<file path="config.mk">
export PLATFORM = sky130hd
export DESIGN_NAME = ctl_serial_port
export DESIGN_NICKNAME = d
export VERILOG_FILES = /design/src/rtl/scr_pkg.sv /design/src/rtl/scr_sync.sv /design/src/rtl/scr_frame.sv /design/src/rtl/scr_regs.sv /design/src/rtl/ctl_serial_port.sv
export SDC_FILE = /design/constraint.sdc
export NUM_CORES = 1
export LEC_CHECK = 0
export BUFFER_PORTS_ARGS = -buffer_cell sky130_fd_sc_hd__buf_2
export CAP_MARGIN = 15
export CORE_AREA = 2 2 68 70
export DETAILED_ROUTE_END_ITERATION = 12
export DIE_AREA = 0 0 70 72
export PLACE_DENSITY_LB_ADDON = 0.2
export SETUP_SLACK_MARGIN = 0.05
export SYNTH_ARGS = -nofsm -noshare
export SYNTH_HDL_FRONTEND = slang
export SYNTH_SLANG_ARGS = --single-unit
</file>
<file path="constraint.sdc">
create_clock -name clk -period 1.67 [get_ports clk]
set_input_delay 0.0835 -clock clk [delete_from_list [all_inputs] [get_ports clk]]
set_output_delay 0.0835 -clock clk [all_outputs]
set_load 0.02 [all_outputs]
</file>
<file path="src/rtl/scr_pkg.sv">
`timescale 1ns/1ps
package scr_pkg;
   localparam int REG_W      = 8;
   localparam int ADDR_W     = 5;
   localparam int CHIP_W     = 2;
   localparam int NUM_REGS   = 3;
   localparam int FRAME_BITS = 16;
   localparam int HDR_BITS   = CHIP_W + 1 + ADDR_W;

   // value after reset or power-down
   function automatic logic [REG_W-1:0] reg_default(input int idx);
      case (idx)
         0:       return 8'h0F;
         1:       return 8'h1B;
         default: return 8'h00;
      endcase
   endfunction

   // implemented bits; others read zero
   function automatic logic [REG_W-1:0] reg_mask(input int idx);
      case (idx)
         0:       return 8'h0F;
         1:       return 8'h1F;
         default: return 8'h1D;
      endcase
   endfunction

   function automatic logic [NUM_REGS*REG_W-1:0] all_defaults();
      logic [NUM_REGS*REG_W-1:0] v;
      v = '0;
      for (int i = 0; i < NUM_REGS; i++) v[i*REG_W +: REG_W] = reg_default(i);
      return v;
   endfunction
endpackage

</file>
<file path="src/rtl/scr_sync.sv">
`timescale 1ns/1ps
module scr_sync #(
   parameter int             N_SIG   = 3,
   parameter int             STAGES  = 2,
   parameter logic [N_SIG-1:0] RST_VAL = '0
) (
   input  logic             clk,
   input  logic             rst_n,
   input  logic [N_SIG-1:0] d_in,
   output logic [N_SIG-1:0] lvl
);
   generate
      if (STAGES < 2) begin : g_bad_stages
         $error("scr_sync: STAGES must be at least 2");
      end
      if (N_SIG < 1) begin : g_bad_width
         $error("scr_sync: N_SIG must be at least 1");
      end
   endgenerate

   for (genvar s = 0; s < N_SIG; s++) begin : g_sig
      logic [STAGES-1:0] chain;
      always_ff @(posedge clk or negedge rst_n) begin
         if (!rst_n) chain <= {STAGES{RST_VAL[s]}};
         else        chain <= {chain[STAGES-2:0], d_in[s]};
      end
      assign lvl[s] = chain[STAGES-1];
   end
endmodule

</file>
<file path="src/rtl/scr_frame.sv">
`timescale 1ns/1ps
module scr_frame
   import scr_pkg::*;
#(
   parameter logic [CHIP_W-1:0] CHIP_ID = 2'b01
) (
   input  logic              clk,
   input  logic              rst_n,
   input  logic              pwr_dn,
   input  logic              mclk_ok,
   input  logic              cs_lvl,
   input  logic              sck_lvl,
   input  logic              sdi_lvl,
   input  logic              wire3,
   input  logic [REG_W-1:0]  rd_data,
   output logic [ADDR_W-1:0] rd_addr,
   output logic              wr_en,
   output logic [ADDR_W-1:0] wr_addr,
   output logic [REG_W-1:0]  wr_data,
   output logic              sdo,
   output logic              sdo_oe
);
   localparam int CNT_W = $clog2(FRAME_BITS + 1);
   localparam logic [CNT_W-1:0] CNT_HDR  = CNT_W'(HDR_BITS);
   localparam logic [CNT_W-1:0] CNT_LAST = CNT_W'(FRAME_BITS - 1);
   localparam logic [CNT_W-1:0] CNT_FULL = CNT_W'(FRAME_BITS);

   generate
      if (FRAME_BITS != HDR_BITS + REG_W) begin : g_bad_frame
         $error("scr_frame: frame length does not match its fields");
      end
   endgenerate

   logic                  sck_prev;
   logic                  sck_rise, sck_fall;
   logic [CNT_W-1:0]      cnt;
   logic [FRAME_BITS-2:0] shreg;
   logic [FRAME_BITS-1:0] full_w;
   logic [REG_W-1:0]      out_sh;
   logic                  rd_go;

   assign sck_rise = sck_lvl & ~sck_prev;
   assign sck_fall = ~sck_lvl & sck_prev;
   assign full_w   = {shreg, sdi_lvl};

   // header fields are complete once HDR_BITS bits are in
   assign rd_addr = shreg[ADDR_W-1:0];
   assign rd_go   = sck_fall && (cnt == CNT_HDR) && !sdo_oe && !wire3
                    && (shreg[HDR_BITS-1 -: CHIP_W] == CHIP_ID) && !shreg[ADDR_W];

   // the last data bit arrives with the 16th rising edge
   assign wr_addr = full_w[REG_W +: ADDR_W];
   assign wr_data = full_w[REG_W-1:0];
   assign wr_en   = sck_rise && (cnt == CNT_LAST) && !cs_lvl && !pwr_dn && mclk_ok
                    && (full_w[FRAME_BITS-1 -: CHIP_W] == CHIP_ID)
                    && full_w[REG_W+ADDR_W];

   always_ff @(posedge clk or negedge rst_n) begin
      if (!rst_n) sck_prev <= 1'b0;
      else        sck_prev <= sck_lvl;
   end

   always_ff @(posedge clk or negedge rst_n) begin
      if (!rst_n) begin
         cnt    <= '0;
         shreg  <= '0;
         out_sh <= '0;
         sdo_oe <= 1'b0;
      end else if (pwr_dn || cs_lvl) begin
         cnt    <= '0;
         out_sh <= '0;
         sdo_oe <= 1'b0;
      end else begin
         if (sck_rise && (cnt < CNT_FULL)) begin
            shreg <= full_w[FRAME_BITS-2:0];
            cnt   <= cnt + CNT_W'(1);
         end
         if (rd_go) begin
            sdo_oe <= 1'b1;
            out_sh <= rd_data;
         end else if (sck_fall && sdo_oe) begin
            out_sh <= {out_sh[REG_W-2:0], 1'b0};
         end
      end
   end

   assign sdo = sdo_oe & out_sh[REG_W-1];

   AST_CNT_BOUND: assert property (@(posedge clk) disable iff (!rst_n)
      cnt <= CNT_FULL);
   AST_IDLE_CLEARS: assert property (@(posedge clk) disable iff (!rst_n)
      cs_lvl |=> (cnt == '0));
   AST_OE_DROPS: assert property (@(posedge clk) disable iff (!rst_n)
      cs_lvl |=> !sdo_oe);
   AST_NO_DRIVE_3W: assert property (@(posedge clk) disable iff (!rst_n)
      wire3 |-> !sdo_oe);
   AST_READ_ON_FALL: assert property (@(posedge clk) disable iff (!rst_n)
      $rose(sdo_oe) |-> $past(sck_fall));
endmodule

</file>
<file path="src/rtl/scr_regs.sv">
`timescale 1ns/1ps
module scr_regs
   import scr_pkg::*;
(
   input  logic                      clk,
   input  logic                      rst_n,
   input  logic                      pwr_dn,
   input  logic                      wr_en,
   input  logic [ADDR_W-1:0]         wr_addr,
   input  logic [REG_W-1:0]          wr_data,
   input  logic [ADDR_W-1:0]         rd_addr,
   output logic [REG_W-1:0]          rd_data,
   output logic [NUM_REGS*REG_W-1:0] regs_flat
);
   for (genvar i = 0; i < NUM_REGS; i++) begin : g_reg
      localparam logic [REG_W-1:0] DEF  = reg_default(i);
      localparam logic [REG_W-1:0] MASK = reg_mask(i);
      logic [REG_W-1:0] q;
      always_ff @(posedge clk or negedge rst_n) begin
         if (!rst_n)                                   q <= DEF;
         else if (pwr_dn)                              q <= DEF;
         else if (wr_en && (wr_addr == ADDR_W'(i)))    q <= wr_data & MASK;
      end
      assign regs_flat[i*REG_W +: REG_W] = q;
   end

   always_comb begin
      rd_data = '0;
      for (int i = 0; i < NUM_REGS; i++)
         if (rd_addr == ADDR_W'(i)) rd_data = regs_flat[i*REG_W +: REG_W];
   end
endmodule

</file>
<file path="src/rtl/ctl_serial_port.sv">
`timescale 1ns/1ps
module ctl_serial_port
   import scr_pkg::*;
#(
   parameter int                SYNC_STAGES = 2,
   parameter logic [CHIP_W-1:0] CHIP_ID     = 2'b01
) (
   input  logic       clk,
   input  logic       rst_n,
   input  logic       pwr_dn,
   input  logic       mclk_ok,
   input  logic       cs_n,
   input  logic       sclk,
   input  logic       sdi,
   output logic       sdo,
   output logic       sdo_oe,
   output logic [1:0] fmt,
   output logic       pwr_on,
   output logic       run,
   output logic [1:0] speed,
   output logic [1:0] deemph,
   output logic       gain,
   output logic       inv_l,
   output logic       inv_r,
   output logic       wire3,
   output logic       in_sel
);
   localparam int R0 = 0 * REG_W;
   localparam int R1 = 1 * REG_W;
   localparam int R2 = 2 * REG_W;
   localparam logic [NUM_REGS*REG_W-1:0] DEF_FLAT = all_defaults();

   generate
      if (SYNC_STAGES < 2) begin : g_bad_sync
         $error("ctl_serial_port: SYNC_STAGES must be at least 2");
      end
      if (NUM_REGS != 3) begin : g_bad_regs
         $error("ctl_serial_port: field map expects three registers");
      end
   endgenerate

   logic [2:0]                  pin_lvl;
   logic [ADDR_W-1:0]           rd_addr, wr_addr;
   logic [REG_W-1:0]            rd_data, wr_data;
   logic                        wr_en;
   logic [NUM_REGS*REG_W-1:0]   regs_flat;

   // bit 2 is chip select, which idles high
   scr_sync #(.N_SIG(3), .STAGES(SYNC_STAGES), .RST_VAL(3'b100)) i_sync (
      .clk   (clk),
      .rst_n (rst_n),
      .d_in  ({cs_n, sclk, sdi}),
      .lvl   (pin_lvl)
   );

   scr_frame #(.CHIP_ID(CHIP_ID)) i_frame (
      .clk     (clk),
      .rst_n   (rst_n),
      .pwr_dn  (pwr_dn),
      .mclk_ok (mclk_ok),
      .cs_lvl  (pin_lvl[2]),
      .sck_lvl (pin_lvl[1]),
      .sdi_lvl (pin_lvl[0]),
      .wire3   (wire3),
      .rd_data (rd_data),
      .rd_addr (rd_addr),
      .wr_en   (wr_en),
      .wr_addr (wr_addr),
      .wr_data (wr_data),
      .sdo     (sdo),
      .sdo_oe  (sdo_oe)
   );

   scr_regs i_regs (
      .clk       (clk),
      .rst_n     (rst_n),
      .pwr_dn    (pwr_dn),
      .wr_en     (wr_en),
      .wr_addr   (wr_addr),
      .wr_data   (wr_data),
      .rd_addr   (rd_addr),
      .rd_data   (rd_data),
      .regs_flat (regs_flat)
   );

   assign fmt    = regs_flat[R0+3 -: 2];
   assign pwr_on = regs_flat[R0+1];
   assign run    = regs_flat[R0+0];
   assign speed  = regs_flat[R1+4 -: 2];
   assign deemph = regs_flat[R1+2 -: 2];
   assign gain   = regs_flat[R1+0];
   assign inv_l  = regs_flat[R2+4];
   assign inv_r  = regs_flat[R2+3];
   assign wire3  = regs_flat[R2+2];
   assign in_sel = regs_flat[R2+0];

   AST_BLOCKED_HOLD: assert property (@(posedge clk) disable iff (!rst_n)
      (!mclk_ok && !pwr_dn) |=> $stable(regs_flat));
   AST_PD_RESTORE: assert property (@(posedge clk) disable iff (!rst_n)
      pwr_dn |=> (regs_flat == DEF_FLAT));
   AST_PD_NO_DRIVE: assert property (@(posedge clk) disable iff (!rst_n)
      pwr_dn |=> !sdo_oe);
   AST_SDO_QUIET: assert property (@(posedge clk) disable iff (!rst_n)
      !sdo_oe |-> !sdo);
endmodule

</file>
==> impl_results.html <==
<table>
<tr><th>Metric</th><th>Value</th></tr>
<tr><th colspan="2">Critical path</th></tr>
<tr><td>Arrival time at the worst endpoint</td><td>2.04 ns</td></tr>
<tr><td>Kind of capture point of the worst setup path</td><td>register</td></tr>
<tr><td>Worst Path Required</td><td>1.90 ns</td></tr>
<tr><td>Worst Reg2Reg Path Length in Cells</td><td>8</td></tr>
<tr><td>End of the worst register-to-register path</td><td>i_regs.g_reg[1].q[4]</td></tr>
<tr><td>Startpoint of the lowest-slack register-to-register path</td><td>i_frame.cnt[0]</td></tr>
<tr><td>Crit Path Category</td><td>reg2reg</td></tr>
<tr><td>Flop-to-flop setup slack</td><td>-0.14 ns</td></tr>
<tr><td>Largest fanout of any net on the critical path</td><td>4</td></tr>
<tr><td>Startpoint type of the worst setup path</td><td>register</td></tr>
<tr><th colspan="2">Route</th></tr>
<tr><td>Drt first-iter violations</td><td>85</td></tr>
<tr><td>Remaining number of nets flagged by the antenna check after routing</td><td>0</td></tr>
<tr><td>Via-to-Cell Ratio</td><td>5.55</td></tr>
<tr><td>Vias post-DR</td><td>1537</td></tr>
<tr><td>Routed Wire Length</td><td>4470 um</td></tr>
<tr><td>WL per Instance</td><td>16.1 um</td></tr>
<tr><td>Pre-Repair DR Iteration Count</td><td>4</td></tr>
<tr><td>DRC errors left</td><td>0</td></tr>
<tr><th colspan="2">Global routing</th></tr>
<tr><td>Maximum number of pins on one net before global-route repair</td><td>21</td></tr>
<tr><td>Routing usage on met1</td><td>27.4%</td></tr>
<tr><td>Via count of the first global-routing pass</td><td>1558</td></tr>
<tr><td>Antenna violations before repair</td><td>0</td></tr>
<tr><td>GR Layer Usage met2</td><td>31.4%</td></tr>
<tr><td>Grt total ovfl</td><td>0</td></tr>
<tr><td>Routing usage on met3</td><td>4.72%</td></tr>
<tr><td>Overall Global Routing Usage</td><td>19.5%</td></tr>
<tr><td>Wire length of the first global-routing pass</td><td>7730 um</td></tr>
<tr><td>GR peak layer</td><td>met2</td></tr>
<tr><th colspan="2">Synthesis</th></tr>
<tr><td>Netlist area before placement</td><td>2180 um^2</td></tr>
<tr><td>Synth cell types</td><td>34</td></tr>
<tr><td>Synth Flop Type</td><td>sky130_fd_sc_hd__dfrtp_1</td></tr>
<tr><td>Share of flip-flops with an asynchronous set or reset after synthesis</td><td>100%</td></tr>
<tr><td>Synthesized instance count</td><td>183</td></tr>
<tr><td>Synthesized netlist net count</td><td>193</td></tr>
<tr><td>Area contributors post-synth</td><td>sky130_fd_sc_hd__dfrtp_1, sky130_fd_sc_hd__dfstp_2, sky130_fd_sc_hd__mux2_2</td></tr>
<tr><td>Register bit total from synthesis</td><td>49</td></tr>
<tr><td>Count of flip-flops with a built-in enable after synthesis</td><td>0</td></tr>
<tr><td>Most frequently used cell type in the post-synthesis netlist</td><td>sky130_fd_sc_hd__dfrtp_1</td></tr>
<tr><td>Portion of the post-synthesis area used by sequential elements</td><td>56.8%</td></tr>
<tr><td>Area share of the largest cell type after synthesis</td><td>44.8%</td></tr>
<tr><td>Library cell with the largest summed area after synthesis</td><td>sky130_fd_sc_hd__dfrtp_1</td></tr>
<tr><td>Number of warnings reported in the yosys synthesis log</td><td>0</td></tr>
<tr><td>Mean area per synthesized cell</td><td>11.9 um^2</td></tr>
<tr><td>Top post-synthesis cells by count</td><td>sky130_fd_sc_hd__dfrtp_1, sky130_fd_sc_hd__nor2_1, sky130_fd_sc_hd__mux2i_1</td></tr>
<tr><th colspan="2">STA</th></tr>
<tr><td>Final worst-path cycle share</td><td>108%</td></tr>
<tr><td>Slew Viols, Final</td><td>0</td></tr>
<tr><td>Min Tclk post-route</td><td>1.81 ns</td></tr>
<tr><td>Worst relative slew slack</td><td>67.1%</td></tr>
<tr><td>Unrepaired setup endpoints after global routing</td><td>true</td></tr>
<tr><td>Final number of setup-violating endpoints</td><td>13</td></tr>
<tr><td>Final hold vios</td><td>0</td></tr>
<tr><td>Final setup margin</td><td>-0.141 ns</td></tr>
<tr><td>Achievable Freq</td><td>552 MHz</td></tr>
<tr><td>Clk_skew</td><td>0.00969 ns</td></tr>
<tr><td>Transition time of the tightest slew-check pin</td><td>0.492 ns</td></tr>
<tr><th colspan="2">Floorplan</th></tr>
<tr><td>Height of the die</td><td>72 um</td></tr>
<tr><td>Number of top-level pins</td><td>22</td></tr>
<tr><td>Core outline area</td><td>4260 um^2</td></tr>
<tr><td>Die span in x</td><td>70 um</td></tr>
<tr><td>Initial standard-cell utilization of the core</td><td>51.1%</td></tr>
<tr><td>Die Footprint</td><td>5040 um^2</td></tr>
<tr><td>Number of cell rows</td><td>24</td></tr>
<tr><th colspan="2">Final layout</th></tr>
<tr><td>Signed area change from the synthesized netlist to the final layout</td><td>25.3%</td></tr>
<tr><td>Total of fill cells in the finished design</td><td>337</td></tr>
<tr><td>Number of standard cells in the final layout excluding fillers</td><td>277</td></tr>
<tr><td>Fraction of the core area covered by cells at the end of the flow</td><td>64.0%</td></tr>
<tr><td>Diodes inserted</td><td>0</td></tr>
<tr><td>Fraction of layout cells with a size suffix above 1</td><td>39.1%</td></tr>
<tr><td>Number of nets in the layout</td><td>234</td></tr>
<tr><th colspan="2">Status</th></tr>
<tr><td>Violations in the final reports</td><td>setup timing</td></tr>
<tr><td>Outcome</td><td>finished, violations left</td></tr>
<tr><th colspan="2">Power</th></tr>
<tr><td>Clock power share</td><td>35.9%</td></tr>
<tr><td>Seq pwr share</td><td>54.2%</td></tr>
<tr><td>Peak ir drop on the vdd network</td><td>621 uV</td></tr>
<tr><td>Comb power frac</td><td>9.9%</td></tr>
<tr><td>Switching fraction of total power</td><td>24.1%</td></tr>
<tr><td>Cell Int Power</td><td>1.80 mW</td></tr>
<tr><td>Pwr/cell area</td><td>871 nW/um^2</td></tr>
<tr><td>Net switching power of the design</td><td>0.573 mW</td></tr>
<tr><td>P_leak</td><td>1.30 nW</td></tr>
<tr><th colspan="2">Clock network</th></tr>
<tr><td>TritonCTS Sinks</td><td>49</td></tr>
<tr><td>Buffers from clock root to sink, at most</td><td>2</td></tr>
<tr><td>Clock-pin slew reported for the worst setup and hold paths after clock tree synthesis</td><td>0.09 ns</td></tr>
<tr><td>Max H-tree Level</td><td>2</td></tr>
<tr><td>Total clock buffers created by CTS</td><td>5</td></tr>
<tr><td>Root buffer selected by CTS</td><td>sky130_fd_sc_hd__clkbuf_8</td></tr>
<tr><td>CTS tree</td><td>built</td></tr>
<tr><td>Clk_lat worst skew</td><td>0.30 ns</td></tr>
<tr><th colspan="2">Worst hold path</th></tr>
<tr><td>Class of the most critical hold timing path</td><td>in2async</td></tr>
<tr><th colspan="2">Place</th></tr>
<tr><td>I/O Buffers</td><td>21</td></tr>
<tr><td>GPL Wtd Cong</td><td>0.813</td></tr>
<tr><td>Count of placed standard cells including taps</td><td>262</td></tr>
<tr><td>DP HPWL</td><td>3130 um</td></tr>
<tr><th colspan="2">Job</th></tr>
<tr><td>Number of max-cap violations</td><td>0</td></tr>
</table>
## power groups by stage
stage               sequential [mW]  clock [mW]  combinational (mW)
finish                         1.29       0.854               0.235
detailed placement             1.31           0               0.199
global placement               1.30           0               0.198
CTS                            1.28       0.869               0.215
global route                   1.30       0.920               0.263
floorplan                      1.27           0               0.143
## registers in the layout, indices dropped and copies added (netlist names)
register,flops
i_frame.shreg,15
i_frame.sck_prev,1
i_sync.g_sig.chain,6
i_regs.g.q,13
i_frame.sdo_oe,1
i_frame.cnt,5
i_frame.out_sh,8
## layout by cell type (no fill, tap or decap), types with 2 or more instances in the layout
master	n
sky130_fd_sc_hd__or3_1	2
sky130_fd_sc_hd__mux2i_1	13
sky130_fd_sc_hd__a211o_1	8
sky130_fd_sc_hd__dlygate4sd3_1	4
sky130_fd_sc_hd__nor4b_4	3
sky130_fd_sc_hd__a211oi_1	3
sky130_fd_sc_hd__dfrtp_1	39
sky130_fd_sc_hd__nand3b_1	3
sky130_fd_sc_hd__mux2_2	12
sky130_fd_sc_hd__buf_2	22
sky130_fd_sc_hd__buf_4	12
sky130_fd_sc_hd__inv_1	7
sky130_fd_sc_hd__nand2_1	9
sky130_fd_sc_hd__nand4_4	2
sky130_fd_sc_hd__clkbuf_8	6
sky130_fd_sc_hd__buf_6	2
sky130_fd_sc_hd__a21oi_1	6
sky130_fd_sc_hd__o21ai_0	7
sky130_fd_sc_hd__xor2_1	2
sky130_fd_sc_hd__nor2_1	22
sky130_fd_sc_hd__ha_4	2
sky130_fd_sc_hd__nor2b_1	2
sky130_fd_sc_hd__nand4_1	3
sky130_fd_sc_hd__dfstp_2	10
## kinds of logic after synthesis
family | after synthesis | share of synthesized area, %
AND/OR/NAND/NOR | 57 | 16.0
flip-flops | 49 | 56.8
adder cells (fa/ha/maj) | 3 | 1.72
buffers and inverters | 17 | 3.16
multiplexers | 25 | 12.2
AO/OA/AOI/OAI | 29 | 8.90
XOR/XNOR | 3 | 1.21
## metrics by stage
stage,area (um^2),setup slack [ns],power [mW],hold slack (ns),TNS [ns]
after floorplan,2180,-0.000227,1.42,-0.212,-0.000227
after global placement,2420,-0.0788,1.50,0.0268,-0.544
after detailed placement,2420,-0.0929,1.50,0.0350,-0.804
after CTS,2630,-0.108,2.37,0.237,-0.826
after global routing,2730,-0.220,2.48,0.248,-2.20
final,2730,-0.141,2.38,0.231,-1.39
## repair_timing
action / in CTS / in global routing
hold endpoints to repair: 12 / 0
hold buffers: 4 / 0
pin swaps: 8 / 11
cloned: 0 / 2
gates resized for setup: 9 / 13
endpoints found under the setup margin: 17 / 19
buffers inserted: 0 / 2
## worst max path at each step
stage	startpoint	endpoint
2_1_floorplan	i_frame.cnt[0]	i_regs.g_reg[2].q[0]
3_3_place_gp	i_frame.cnt[1]	i_regs.g_reg[1].q[1]
3_5_place_dp	i_frame.cnt[0]	i_regs.g_reg[1].q[0]
4_1_cts	i_frame.cnt[0]	i_regs.g_reg[2].q[3]
5_1_grt	i_frame.cnt[0]	i_regs.g_reg[2].q[0]
6_report	i_frame.cnt[0]	i_regs.g_reg[1].q[4]
## worst max-delay path, cell delays in order, from the launching register on
cell	delay, ns
sky130_fd_sc_hd__dfrtp_1	0.40
sky130_fd_sc_hd__ha_2	0.19
sky130_fd_sc_hd__and3_4	0.16
sky130_fd_sc_hd__ha_4	0.16
sky130_fd_sc_hd__and4b_2	0.25
sky130_fd_sc_hd__buf_12	0.14
sky130_fd_sc_hd__nand4_2	0.14
sky130_fd_sc_hd__nor2_1	0.06
sky130_fd_sc_hd__a211o_1	0.26
## routing by layer
layer,up-vias,wire length (um)
li1,729,-
met1,770,1980
met2,35,2280
met3,3,175
met4,0,30
met5,-,0
## final cells by class
cell class / instances / area, um^2 / share of cell area, %
sequential: 49 / 1240 / 45.4
multi-input combinational: 118 / 991 / 36.3
timing repair buffer: 41 / 283 / 10.4
clock buffer: 7 / 86.3 / 3.16
tap: 52 / 65.1 / 2.38
inverter: 9 / 36.3 / 1.33
clock inverter: 1 / 30.0 / 1.10
Power figures use the tool's default switching activity.
